$ cat src/rtl/wdog_pkg.sv
package wdog_pkg;

   // Key sequencer state
   typedef enum logic [1:0] {
      SEQ_IDLE   = 2'd0,
      SEQ_HALT1  = 2'd1,
      SEQ_ARM1   = 2'd2
   } seq_state_e;

   // Register byte offsets
   localparam int unsigned OFF_CTRL   = 32'h00;
   localparam int unsigned OFF_READY  = 32'h04;
   localparam int unsigned OFF_EVENT  = 32'h08;
   localparam int unsigned OFF_EVTEN  = 32'h0C;
   localparam int unsigned OFF_COUNT  = 32'h10;
   localparam int unsigned OFF_RELOAD = 32'h14;
   localparam int unsigned OFF_POST   = 32'h18;
   localparam int unsigned OFF_ARM    = 32'h1C;

   localparam int unsigned POST_BIT   = 4;
   localparam int unsigned SRST_BIT   = 0;
   localparam int unsigned AWAKE_BIT  = 2;

endpackage

$ cat src/rtl/wdog_post.sv
module wdog_post #(
   parameter int DW    = 32,
   parameter int DEPTH = 2
) (
   input  logic          clk,
   input  logic          rst_n,
   input  logic          flush,
   input  logic          push,
   input  logic [DW-1:0] din,
   output logic          pending,
   output logic          apply,
   output logic [DW-1:0] dout
);

   logic [DEPTH-1:0] vld;
   logic [DW-1:0]    dat [DEPTH];

   always_ff @(posedge clk or negedge rst_n) begin
      if (!rst_n) begin
         vld <= '0;
         for (int i = 0; i < DEPTH; i++) dat[i] <= '0;
      end else if (flush) begin
         vld <= '0;
      end else begin
         vld[0] <= push;
         if (push) dat[0] <= din;
         for (int i = 1; i < DEPTH; i++) begin
            vld[i] <= vld[i-1];
            dat[i] <= dat[i-1];
         end
      end
   end

   assign pending = |vld;
   assign apply   = vld[DEPTH-1];
   assign dout    = dat[DEPTH-1];

endmodule

$ cat src/rtl/wdog_seq.sv
module wdog_seq
   import wdog_pkg::*;
#(
   parameter int          DW        = 32,
   parameter logic [31:0] KEY_ARM1  = 32'h0000_BBBB,
   parameter logic [31:0] KEY_ARM2  = 32'h0000_4444,
   parameter logic [31:0] KEY_HALT1 = 32'h0000_AAAA,
   parameter logic [31:0] KEY_HALT2 = 32'h0000_5555
) (
   input  logic          clk,
   input  logic          rst_n,
   input  logic          flush,
   input  logic          apply,
   input  logic [DW-1:0] word,
   output logic          running
);

   seq_state_e state_q, state_d;
   logic       run_d;

   always_comb begin
      state_d = state_q;
      run_d   = running;
      if (apply) begin
         unique case (state_q)
            SEQ_ARM1: begin
               state_d = SEQ_IDLE;
               if (word == DW'(KEY_ARM2)) run_d = 1'b1;
            end
            SEQ_HALT1: begin
               state_d = SEQ_IDLE;
               if (word == DW'(KEY_HALT2)) run_d = 1'b0;
            end
            default: begin
               if (word == DW'(KEY_ARM1))       state_d = SEQ_ARM1;
               else if (word == DW'(KEY_HALT1)) state_d = SEQ_HALT1;
               else                             state_d = SEQ_IDLE;
            end
         endcase
      end
   end

   always_ff @(posedge clk or negedge rst_n) begin
      if (!rst_n) begin
         state_q <= SEQ_IDLE;
         running <= 1'b0;
      end else if (flush) begin
         state_q <= SEQ_IDLE;
         running <= 1'b0;
      end else begin
         state_q <= state_d;
         running <= run_d;
      end
   end

endmodule

$ cat src/rtl/wdog_count.sv
module wdog_count #(
   parameter int CW = 32
) (
   input  logic          clk,
   input  logic          rst_n,
   input  logic          flush,
   input  logic          run,
   input  logic          tick,
   input  logic          load,
   input  logic [CW-1:0] load_val,
   input  logic [CW-1:0] reload,
   output logic [CW-1:0] count,
   output logic          wrap
);

   logic step;

   assign step = run && tick && !load;
   assign wrap = step && (count == {CW{1'b1}});

   always_ff @(posedge clk or negedge rst_n) begin
      if (!rst_n)      count <= '0;
      else if (flush)  count <= '0;
      else if (load)   count <= load_val;
      else if (wrap)   count <= reload;
      else if (step)   count <= count + 1'b1;
   end

endmodule

$ cat src/rtl/wdog_timer.sv
module wdog_timer
   import wdog_pkg::*;
#(
   parameter int          ADDR_W     = 8,
   parameter int          CNT_W      = 32,
   parameter int          POST_DEPTH = 2,
   parameter logic [31:0] KEY_ARM1   = 32'h0000_BBBB,
   parameter logic [31:0] KEY_ARM2   = 32'h0000_4444,
   parameter logic [31:0] KEY_HALT1  = 32'h0000_AAAA,
   parameter logic [31:0] KEY_HALT2  = 32'h0000_5555
) (
   input  logic              clk,
   input  logic              rst_n,
   input  logic              tick_en,
   input  logic [ADDR_W-1:0] bus_addr,
   input  logic [CNT_W-1:0]  bus_wdata,
   input  logic              bus_we,
   output logic [CNT_W-1:0]  bus_rdata,
   output logic              reset_req
);

   localparam int MIN_W = (POST_BIT > AWAKE_BIT ? POST_BIT : AWAKE_BIT) + 1;

   generate
      if (CNT_W < 16 || CNT_W < MIN_W) begin : g_bad_width
         $error("wdog_timer: CNT_W too narrow for keys and status fields");
      end
      if (POST_DEPTH < 1) begin : g_bad_depth
         $error("wdog_timer: POST_DEPTH must be at least 1");
      end
      if (ADDR_W < 5) begin : g_bad_addr
         $error("wdog_timer: ADDR_W cannot reach the register map");
      end
   endgenerate

   // Write decode
   logic wr_ctrl, wr_event, wr_evten, wr_count, wr_reload, wr_arm;
   logic srst, accept;

   assign wr_ctrl   = bus_we && (bus_addr == ADDR_W'(OFF_CTRL));
   assign wr_event  = bus_we && (bus_addr == ADDR_W'(OFF_EVENT));
   assign wr_evten  = bus_we && (bus_addr == ADDR_W'(OFF_EVTEN));
   assign wr_count  = bus_we && (bus_addr == ADDR_W'(OFF_COUNT));
   assign wr_reload = bus_we && (bus_addr == ADDR_W'(OFF_RELOAD));
   assign wr_arm    = bus_we && (bus_addr == ADDR_W'(OFF_ARM));
   assign srst      = wr_ctrl && bus_wdata[SRST_BIT];

   // Posting line and key sequencer
   logic             pending, apply, running, wrap;
   logic [CNT_W-1:0] post_word, count, reload_q;

   assign accept = wr_arm && !pending;

   wdog_post #(.DW(CNT_W), .DEPTH(POST_DEPTH)) u_post (
      .clk     (clk),
      .rst_n   (rst_n),
      .flush   (srst),
      .push    (accept),
      .din     (bus_wdata),
      .pending (pending),
      .apply   (apply),
      .dout    (post_word)
   );

   wdog_seq #(
      .DW        (CNT_W),
      .KEY_ARM1  (KEY_ARM1),
      .KEY_ARM2  (KEY_ARM2),
      .KEY_HALT1 (KEY_HALT1),
      .KEY_HALT2 (KEY_HALT2)
   ) u_seq (
      .clk     (clk),
      .rst_n   (rst_n),
      .flush   (srst),
      .apply   (apply),
      .word    (post_word),
      .running (running)
   );

   wdog_count #(.CW(CNT_W)) u_count (
      .clk      (clk),
      .rst_n    (rst_n),
      .flush    (srst),
      .run      (running),
      .tick     (tick_en),
      .load     (wr_count),
      .load_val (bus_wdata),
      .reload   (reload_q),
      .count    (count),
      .wrap     (wrap)
   );

   // Control and status registers
   logic             awake_q, ready_q, flag_q, evten_q;
   logic [CNT_W-1:0] arm_q;

   always_ff @(posedge clk or negedge rst_n) begin
      if (!rst_n) begin
         awake_q   <= 1'b0;
         ready_q   <= 1'b1;
         flag_q    <= 1'b0;
         evten_q   <= 1'b0;
         reload_q  <= '0;
         arm_q     <= '0;
         reset_req <= 1'b0;
      end else if (srst) begin
         awake_q   <= 1'b0;
         ready_q   <= 1'b0;
         flag_q    <= 1'b0;
         evten_q   <= 1'b0;
         reload_q  <= '0;
         arm_q     <= '0;
         reset_req <= 1'b0;
      end else begin
         ready_q   <= 1'b1;
         reset_req <= wrap;
         if (wr_ctrl)   awake_q  <= bus_wdata[AWAKE_BIT];
         if (wr_evten)  evten_q  <= bus_wdata[0];
         if (wr_reload) reload_q <= bus_wdata;
         if (accept)    arm_q    <= bus_wdata;
         if (wrap)                          flag_q <= 1'b1;
         else if (wr_event && bus_wdata[0]) flag_q <= 1'b0;
      end
   end

   // Read mux
   always_comb begin
      bus_rdata = '0;
      unique case (bus_addr)
         ADDR_W'(OFF_CTRL):   bus_rdata[AWAKE_BIT] = awake_q;
         ADDR_W'(OFF_READY):  bus_rdata[0]         = ready_q;
         ADDR_W'(OFF_EVENT):  bus_rdata[0]         = flag_q;
         ADDR_W'(OFF_EVTEN):  bus_rdata[0]         = evten_q;
         ADDR_W'(OFF_COUNT):  bus_rdata            = count;
         ADDR_W'(OFF_RELOAD): bus_rdata            = reload_q;
         ADDR_W'(OFF_POST):   bus_rdata[POST_BIT]  = pending;
         ADDR_W'(OFF_ARM):    bus_rdata            = arm_q;
         default:             bus_rdata            = '0;
      endcase
   end

endmodule

$ cat config.mk
export PLATFORM = sky130hd
export DESIGN_NAME = wdog_timer
export DESIGN_NICKNAME = d
export VERILOG_FILES = /design/src/rtl/wdog_pkg.sv /design/src/rtl/wdog_post.sv /design/src/rtl/wdog_seq.sv /design/src/rtl/wdog_count.sv /design/src/rtl/wdog_timer.sv
export SDC_FILE = /design/constraint.sdc
export NUM_CORES = 1
export LEC_CHECK = 0
export BUFFER_PORTS_ARGS = -buffer_cell sky130_fd_sc_hd__buf_4
export CORE_ASPECT_RATIO = 0.8
export CORE_MARGIN = 4
export CORE_UTILIZATION = 60
export CTS_CLUSTER_DIAMETER = 200
export CTS_CLUSTER_SIZE = 12
export DETAILED_ROUTE_END_ITERATION = 6
export GPL_ROUTABILITY_DRIVEN = 0
export PLACE_DENSITY = 0.8
export SLEW_MARGIN = 0
export SYNTH_ARGS = -nofsm -noshare
export SYNTH_HDL_FRONTEND = slang
export SYNTH_SLANG_ARGS = --single-unit
$ cat constraint.sdc
create_clock -name clk -period 2.35 [get_ports clk]
set_clock_uncertainty 0.15 [all_clocks]
set_input_delay 0.3525 -clock clk [delete_from_list [all_inputs] [get_ports clk]]
set_output_delay 0.3525 -clock clk [all_outputs]
set_load 0.02 [all_outputs]
After elaboration in Yosys (flattened, before gate mapping). Cells that the tools add are included. Widths: inputs -> output; s select.

Register bits: 170. Latch bits: 0. Memory bits (writable): 0. Memory bits (read-only): 0. Bits of input ports: 44. Output and inout port bits: 33. Word-level logic and storage cells: 92. Memories: 0.

$add $sub $neg: 1. $mul: 0. Div/mod/pow operators: 0. $lt $le $gt $ge: 0. Equal/unequal tests: 16. Shift operators: 0. Multiplexer cells: 34. Bitwise gates (word level): 1. Reductions and logical operators: 27.

Operator list (number): $mux 32 (8); $pmux 27 s3 (1); $eq 32x15->1 const B (2); $eq 32x16->1 const B (2); $add 32x1->32 const B (1); $eq 32x32->1 const B (1); $eq 8x5->1 const B (4); $eq 8x4->1 const B (2); $mux 1 (14); $logic_and 1x1->1 (12); $mux 2 (5); $reduce_bool 2->1 (5); $eq 8x3->1 const B (1); $logic_not 8->1 (1); $pmux 1 s4 (2); $ne 3x2->1 const B (2); $pmux 1 s3 (2); $pmux 1 s6 (1); $reduce_bool 3->1 (2); $reduce_and 4->1 (1); $reduce_bool 4->1 (1); $reduce_or 2->1 (2); $eq 2x1->1 const B (1); $eq 2x2->1 const B (1); other kinds (4) (5).

Longest topological paths before layout. Gate-level depths: netlist of the first run.

Depth after elaboration: 8. Gate-level depth with buffers: 10.

Modules after synthesis. From an unflattened synthesis of the first run, not the netlist that was laid out.

Cell total of the unflattened synthesis: 926. Area, all modules: 9670.5 um^2.

By module, submodules not included: wdog_timer (times used 1, cells an instance 433, area an instance 4139.0 um^2, sequential area each 1727.9 um^2); wdog_post (times used 1, cells an instance 173, area an instance 2836.5 um^2, sequential area each 1651.6 um^2); wdog_count (times used 1, cells an instance 282, area an instance 2369.8 um^2, sequential area each 800.8 um^2); wdog_seq (times used 1, cells an instance 38, area an instance 325.3 um^2, sequential area each 75.1 um^2).

Least setup slack after synthesis of the first run. OpenSTA, ideal clock, no wires.

Path type: input -> output. Start point: input bus_addr[3]. End point: output bus_rdata[20]. Arrival time: 1.930 ns. Data required time: 1.847 ns. Setup slack: -0.082 ns. Cell stages on the path: 7. Cell sequence: buf_6 > nor4_4 > and4_1 > clkbuf_1 > buf_2 > a22oi_1 > a21oi_1.

Cells in the longest elaborated chain, start to end: 2. Elaborated cells on any way between the ends: 4.

Ends and longest elaborated chain: start, declared (line wdog_timer.sv:15) `input logic [ADDR_W-1:0] bus_addr,`; $eq 8x5->1 (line wdog_timer.sv:129) `unique case (bus_addr)`; $pmux 27 s3 * (line wdog_timer.sv:129); end, declared (line wdog_timer.sv:18) `output logic [CNT_W-1:0] bus_rdata,`.

Every way passes the cells marked *; elsewhere a longest branch is shown, timed or not.

Final worst setup path of the first run.
Start point: input bus_addr[3]. End point: output bus_rdata[4].

Cells in the longest elaborated chain, start to end: 2. Elaborated cells on any way between the ends: 5.

Ends and longest elaborated chain (line): $eq 8x5->1 (wdog_timer.sv:129); $pmux 1 s4 * (wdog_timer.sv:129).

Marks and branches as above.

==> results of run 1 <==
==> power by group through the flow <==
stage | clock [mW] | sequential [mW] | combinational (mW)
3_3_place_gp | 0 | 3.30 | 0.774
3_5_place_dp | 0 | 3.31 | 0.799
5_1_grt | 3.05 | 3.29 | 0.926
2_1_floorplan | 0 | 3.29 | 0.380
4_1_cts | 2.90 | 3.26 | 0.825
6_report | 2.90 | 3.27 | 0.864
==> what timing repair did <==
item | CTS | global route
gates cloned | 2 | 0
resized for setup | 41 | 29
setup buffers | 4 | 1
endpoints found under the setup margin | 18 | 58
pin swaps | 19 | 17
hold buffers | 2 | 0
hold endpoints to repair | 52 | 0
==> path summary, 6_finish.rpt <==
path                       cells after the start               end              from
min in group asynchronous                      2   u_post.dout[24]             rst_n
setup reg to reg                               7  u_count.count[5]  u_count.count[9]
hold reg to reg                                2   u_post.dout[24]   u_post.dout[24]
setup / recovery                               9      bus_rdata[4]       bus_addr[3]
hold / removal                                 3    u_post.dat[49]     bus_wdata[17]
max in group asynchronous                      3      reload_q[12]             rst_n
==> final cells by class <==
| class | instances | area [um^2] | area share (%) |
|---|---|---|---|
| Timing Repair Buffer | 180 | 1707 | 15.54 |
| Multi-Input combinational cell | 738 | 4124 | 37.55 |
| Clock buffer | 18 | 429.2 | 3.908 |
| Clock inverter | 13 | 170.2 | 1.550 |
| Inverter | 19 | 71.32 | 0.6494 |
| Tap cell | 180 | 225.2 | 2.051 |
| Sequential cell | 170 | 4255 | 38.75 |
==> cells in the mapped netlist, drive strengths merged, types with 6 or more instances <==
| master | number |
|---|---|
| a211oi | 11 |
| a21o | 6 |
| a21oi | 60 |
| a222oi | 11 |
| a22o | 32 |
| a22oi | 24 |
| and2 | 10 |
| and3 | 10 |
| buf | 43 |
| clkbuf | 22 |
| dfrtp | 169 |
| inv | 19 |
| mux2i | 6 |
| nand2 | 333 |
| nand3 | 22 |
| nand4 | 20 |
| nor2 | 41 |
| nor3 | 14 |
| nor4 | 13 |
| o21ai | 44 |
==> worst max-delay path, stage by stage <==
cell and delay [ns]:
sky130_fd_sc_hd__buf_8 0.10, sky130_fd_sc_hd__nor4_4 0.26, sky130_fd_sc_hd__buf_4 0.18, sky130_fd_sc_hd__buf_6 0.12, sky130_fd_sc_hd__nand3_2 0.10, sky130_fd_sc_hd__a2111oi_4 0.37, sky130_fd_sc_hd__a21oi_2 0.07, sky130_fd_sc_hd__a21oi_2 0.19
sky130_fd_sc_hd__buf_6 0.14
==> per-stage QoR <==
stage / worst slack, ns / TNS [ns] / util, % / power, mW / hold slack [ns]
2_1_floorplan: 0.009707 / 0 / - / 3.667 / -0.09309
3_3_place_gp: 0.03696 / 0 / 72.55 / 4.074 / 0.2046
3_5_place_dp: -0.05838 / -0.2828 / 72.55 / 4.105 / 0.2028
4_1_cts: -0.06281 / -1.075 / 78.87 / 6.985 / 0.007693
5_1_grt: -0.1131 / -1.584 / 79.65 / 7.264 / 0.003835
6_report: -0.03845 / -0.1684 / 79.65 / 7.037 / 0.01089
==> cell families (layout without fill, tap and decap cells) <==
kind of cell,Yosys count,after routing
XOR/XNOR,10,10
AND/OR/NAND/NOR,484,484
multiplexers,6,6
flip-flops,170,170
buffers and inverters,84,230
AO/OA/AOI/OAI,235,235
adder cells (fa/ha/maj),3,3
==> routing by layer <==
metal | share of wire, % | vias up
li1 | - | 3771
met3 | 12 | 122
met5 | 0 | -
met2 | 44 | 679
met4 | 4.5 | 0
met1 | 39 | 4174
==> sequential cells by signal, indices dropped and copies added (netlist names) <==
register,cells
ready_q,1
u_post.dat,32
reload_q,32
u_count.count,32
awake_q,1
u_post.dout,32
reset_req,1
u_seq.running,1
arm_q,32
u_post.vld,2
u_seq.state_q,2
flag_q,1
evten_q,1
==> results.md, run 1 <==
Run status:
- The flow ran to the end, but the final reports show violations.
- The final reports fail on design-rule violations, negative setup slack.

Pwr:
- The analysis attributes to net switching a power of 1.883 mW.
- The share of total power in combinational logic is 12.3%.
- The analysis attributes to cell leakage a power of 5.335 nW.
- The relative contribution of the clock network to total power is 41.2%.
- Power spread over the standard cell area amounts to 640.8 nW/um^2.
- Internal power comes to 5.154 mW.
- IR analysis of the VDD net gives a maximum drop of 0.0006578 V.
- Of the total power, registers draw 46.5%.
- In this run switching power makes up 26.76% of total power.

Global route:
- After global routing, the most crowded layer is met2.
- The first global-routing pass estimated 45,300 um of wire.
- In the global route stage, met1 resource usage came out at 50.03%.
- The number of antenna violations at the first check in global routing was 0.
- The met2 layer usage reported by global route is 53.35%.
- After global routing the overflow that remains totals 0.
- The total routing resource utilization after global routing is 35.91%.
- The met3 track utilization from global routing is 9.272%.
- The number of global-route vias before repair is 8,337.
- Entering global routing, the biggest net connects 57 pins.

Logic synthesis:
- The synthesized netlist devotes 18.66% of its cell area to compound gates.
- The mean instance size in the synthesized netlist is 8.687 um^2.
- The proportion of synthesized flip-flops having asynchronous set or reset is 100.0%.
- In this run, synthesis inferred 0 flip-flops with an integrated enable.
- The area of the mapped netlist is 8617 um^2.
- After synthesis, the largest family of logic cells by area is simple AND/OR/NAND/NOR gates.
- The synthesized netlist devotes 1.016% of its cell area to XOR and XNOR gates.
- In the synthesized netlist the dominant register cell turns out to be sky130_fd_sc_hd__dfrtp_1.
- For this run, the register share of the synthesized area comes to 49.38%.
- For this run, the number of Yosys warnings is 0.
- The biggest area consumer among synthesized cells is sky130_fd_sc_hd__dfrtp_1.
- By area the synthesized netlist is led by sky130_fd_sc_hd__dfrtp_1 (49%), sky130_fd_sc_hd__nand2_1 (14%), sky130_fd_sc_hd__a21oi_1 (3.5%).
- The count of state elements after synthesis is 170.
- The proportion of netlist area held by the largest area contributor is 49.08%.
- The simple-gate area share of the yosys netlist is 25.11%.
- The post-synthesis mux area share is 0.6970%.
- When the netlist entered floorplanning its net count stood at 1,039.
- The number of distinct library cell variants in the gate-level netlist after synthesis is 66.
- After technology mapping, the gate count stands at 992.
- The share of synthesized cell area in full adder, half adder and majority cells is 0.4356%.

CTS:
- TritonCTS built the clock tree.
- The sink count of the clock tree is 170.
- The H-tree depth is 4.
- Clock tree synthesis inserted a total of 17 buffers.
- The number of buffers on the longest clock path is 2.
- Clock-pin slew was measured on the worst setup and hold paths at 0.07 ns.
- The insertion delay of the later-clocked pin in the worst-skew pair is 0.44 ns.
- The library cell used as clock root buffer is sky130_fd_sc_hd__clkbuf_16.

Route:
- The count of nets left with antenna violations once routing finished came out at 0.
- The final layout contains routed wiring with a total length of 29,160 um.
- The total via count after detailed routing is 8,746.
- Dividing the detail-routed via count by the number of cells gives 6.636.
- Dividing the detail-routed wire length by the instance count gives 22.13 um.
- The number of search-and-repair iterations in the first detailed-routing pass is 7.
- The remaining routing DRC violations is 3.
- After the first detailed-routing iteration, the DRC count stood at 1,379.

Finish:
- The post-route cell area is 10,980 um^2.
- The layout cell share with drive strength beyond 1 is 21.88%.
- The number of antenna diodes in the final layout is 0.
- The post-synthesis to final-layout area growth is 27.44%.
- The library cells used most frequently in the layout, excluding fill and tap cells, are sky130_fd_sc_hd__nand2_1 (329), sky130_fd_sc_hd__dfrtp_1 (169), sky130_fd_sc_hd__buf_4 (126).
- The most frequent standard cell in the layout excluding fill and tap cells is sky130_fd_sc_hd__nand2_1.
- In the final design database the tool counted 1,173 nets.
- Fill cells in the final layout number 929.
- The finished layout holds 1,318 standard cells, fillers aside.

STA:
- The number of max-slew violations in the final report is 0.
- The portion of the clock cycle consumed by the worst path in the final layout is 101.6%.
- The final number of setup-violating endpoints is 12.
- After layout, the minimum clock period comes to 2.388 ns.
- The headroom to the max-slew limit is 56.75%.
- The final worst-path setup slack is -0.03845 ns.
- The maximum achievable frequency is 0.4187 GHz.
- Setup repair after global routing could not meet its margin everywhere.
- At the pin with the least slew margin, the transition time is 0.6457 ns.
- The number of endpoints with negative hold slack in the final report is 0.

Floorplan:
- 77 I/O pins were placed.
- The floorplan die area is 16,360 um^2.
- The row count is 38.
- Measured along the x axis, the die boundary spans 142.0 um.
- The initial core utilization is 62.50%.
- The die is 115.2 um tall.
- The area of the placeable core is 13,790 um^2.

Setup path:
- Data on the critical path is required at its endpoint by 1.85 ns.
- By startpoint and endpoint, the worst setup path is classified as in -> out.
- STA classifies the critical path endpoint as an output port.
- STA classifies the critical path startpoint as an input port.
- For flop-to-flop paths, the worst setup slack is 0.06 ns.
- The maximum fanout count along the critical path is 4.
- Data arrives at the worst endpoint at 1.89 ns.

Placement:
- Including well taps, the total number of placed cells is 1,279.
- The post-placement cell area is 10,000 um^2.
- Input and output buffers added on the ports amount to 76.
- The HPWL after detailed placement is 19,310 um.

Job:
- The max-cap violation count is 0.

Worst hold path:
- The class of the worst hold path is in -> reg.
Note: power is estimated with default switching activity, not from simulation.
==> inputs of run 2 (changes only) <==
RECOVER_POWER = 100   (was default)
==> results.md, run 2 (synthesis gave the netlist of run 1 again) <==
Global route:
- The overall overflow remaining after global route is 0 (unchanged).
- The total routing resource utilization after global routing is 35.91% (unchanged).
- The wire length of the first global-routing pass came to 45,300 um (unchanged).
- The maximum number of pins on one net before global-route repair is 57 (unchanged).
- The number of global-route vias before repair was 8,337 (unchanged).
- The number of antenna violations at the first check in global routing is 0 (unchanged).

Pwr:
- The share of total power consumed by net switching came to 26.69% (-0.066 points).
- The switching component of the power is 1.876 mW (-0.41%).
- The share of total power in combinational logic was 12.2% (about the same).
- The cell area power density is 641.0 nW/um^2 (about the same).
- The internal power contribution is 5.151 mW (about the same).
- The static leakage is 5.328 nW (-0.12%).
- The overall power is 7.026 mW (-0.16%).
- The power share of the sequential group is 46.6% (about the same).
- The highest ir drop seen on vdd is 0.0006541 V (-0.56%).
- The relative contribution of the clock network to total power was 41.2% (about the same).

STA:
- The final worst-path setup slack is -0.02389 ns (+0.01455 ns).
- The final number of setup-violating endpoints is 12 (unchanged).
- The worst hold slack is 0.01261 ns (+0.001719 ns).
- The total negative slack is -0.1448 ns (+0.02358 ns).
- Setup repair after global routing could not meet its margin everywhere.
- The number of endpoints with negative hold slack in the final report came to 0 (unchanged).
- The shortest clock period the worst path allows after layout was 2.374 ns (-0.01455 ns).
- The pin slew with the least headroom to its limit was 1.457 ns (+0.8110 ns).
- The maximum achievable frequency is 0.4212 GHz (+0.61%).
- The portion of the clock cycle consumed by the worst path in the final layout was 101.0% (-0.62 points).
- The headroom to the max-slew limit came to 2.882% (-54 points).
- The number of max-slew violations in the final report is 0 (unchanged).

Finish:
- The layout cell share with drive strength beyond 1 is 21.88% (unchanged).
- The number of nets in the final layout is 1,173 (unchanged).
- The post-synthesis to final-layout area growth is 27.21%.
- The post-route cell area is 10,960 um^2 (-0.18%).
- The most frequent standard cell in the layout excluding fill and tap cells is sky130_fd_sc_hd__nand2_1.
- The top cell types in the final layout, fill and taps aside, are sky130_fd_sc_hd__nand2_1 (329), sky130_fd_sc_hd__dfrtp_1 (169), sky130_fd_sc_hd__buf_4 (124).
- The final instance count without filler cells is 1,318 (unchanged).
- The antenna cell count came to 0 (unchanged).
- The utilization after layout was 79.50% (-0.15 points).

Route:
- The ratio of routed vias to standard cells was 6.583 (-0.79%).
- The total via count after detailed routing is 8,677 (-0.79%).
- The post-detailed-route wirelength per cell is 22.06 um (-0.29%).
- The total length of routed wires is 29,080 um (-0.29%).
- The number of search-and-repair iterations in the first detailed-routing pass is 7 (unchanged).
- The antenna violation net count after detailed routing was 0 (unchanged).
- The remaining routing DRC violations came to 1 (-2).
- The DRC violation total after the first TritonRoute iteration is 1,443 (+4.6%).

CTS:
- The H-tree depth is 4 (unchanged).
- The insertion delay of the later-clocked pin in the worst-skew pair is 0.44 ns (about the same).
- Clock tree synthesis selected as its root buffer the cell sky130_fd_sc_hd__clkbuf_16.
- TritonCTS built the clock tree.
- The register clock-pin slew on the reported worst setup and hold paths came to 0.07 ns (about the same).
- The sink count of the clock tree came to 170 (unchanged).
- The number of buffers created by CTS is 17 (unchanged).
- The number of buffers on the longest clock path is 2 (unchanged).

Floorplan:
- The die width is 142.0 um (unchanged).
- The row count was 38 (unchanged).
- The die height is 115.2 um (unchanged).
- The initial core utilization came to 62.50% (unchanged).
- The I/O pin count is 77 (unchanged).
- The area of the placeable core is 13,790 um^2 (unchanged).
- The floorplan die area is 16,360 um^2 (unchanged).

Placement:
- The number of buffers added on ports came to 76 (unchanged).
- The post-placement cell area is 10,000 um^2 (unchanged).
- The post-DP HPWL is 19,310 um (unchanged).
- The worst setup timing slack at the placement stage is -0.05838 ns (unchanged).
- The number of cells in the design after placement is 1,279 (unchanged).

Run status:
- The flow ran to the end, but the final reports show violations.
- The checks that failed: design-rule violations, negative setup slack.

Setup path:
- The required time of the critical path is 1.85 ns (about the same).
- The arrival time at the worst endpoint is 1.87 ns (-0.02 ns).
- The maximum fanout count along the critical path came to 4 (unchanged).
- The worst setup path category is in -> out.
- STA classifies the critical path startpoint as an input port.
- The kind of capture point of the worst setup path is an output port.

Worst hold path:
- The class of the worst hold path is in -> reg.

Job:
- The max-cap violation count came to 0 (unchanged).
==> run 2: changes by cell type in the layout (fill, tap and decap cells not counted) <==
cell / previous run / this run
sky130_fd_sc_hd__buf_12: 15 / 14
sky130_fd_sc_hd__buf_4: 126 / 124
sky130_fd_sc_hd__clkbuf_2: 0 / 3
==> run 2: timing repair <==
action	CTS	global route
buffers inserted	4	1
gates resized for setup	41	29
hold endpoints to repair	52	0
gates cloned	2	0
pin swaps	19	17
hold buffers	2	0
setup endpoints to repair	18	58
==> run 2: layout make-up <==
type | instances | area [um^2]
clock buffers | 18 | 429.2
clock inverters | 13 | 170.2
fillers | 934 | 2826
inverters | 19 | 71.32
multi-input cells | 738 | 4124
flip-flops and latches | 170 | 4255
well taps | 180 | 225.2
repair buffers | 180 | 1687
==> run 2: path summary, 6_finish.rpt <==
path / from / end / slack (ns) / cells after the start
setup reg to reg: u_count.count[12] / u_count.count[24] / 0.07 / 7
setup / recovery: bus_addr[3] / bus_rdata[4] / -0.02 / 9
hold / removal: bus_wdata[17] / u_post.dat[49] / 0.01 / 3
min in group asynchronous: rst_n / u_post.dout[24] / 0.66 / 2
hold reg to reg: u_post.dout[24] / u_post.dout[24] / 0.32 / 2
max in group asynchronous: rst_n / reload_q[14] / 0.27 / 3
==> run 2: layer usage <==
| metal | vias up | wire length [um] | GRT usage, % |
|---|---|---|---|
| li1 | 3769 | - | - |
| met1 | 4110 | 11320 | 50.03 |
| met2 | 665 | 12800 | 53.35 |
| met3 | 133 | 3598 | 9.272 |
| met4 | 0 | 1359 | 16.24 |
| met5 | - | 0 | 0 |
==> run 2: critical path: stages <==
cell and delay [ns]:
sky130_fd_sc_hd__buf_8 0.10, sky130_fd_sc_hd__nor4_4 0.26, sky130_fd_sc_hd__buf_4 0.18, sky130_fd_sc_hd__buf_6 0.12, sky130_fd_sc_hd__nand3_2 0.10, sky130_fd_sc_hd__a2111oi_4 0.37
sky130_fd_sc_hd__a21oi_2 0.07, sky130_fd_sc_hd__a21oi_2 0.18, sky130_fd_sc_hd__buf_6 0.14
==> run 2: power groups by stage <==
stage                     Sequential (mW)  Clock (mW)  Combinational (mW)
after global placement               3.30           0               0.774
after CTS                            3.26        2.90               0.825
final                                3.27        2.90               0.858
after floorplan                      3.29           0               0.380
after detailed placement             3.31           0               0.799
after global routing                 3.29        3.05               0.922
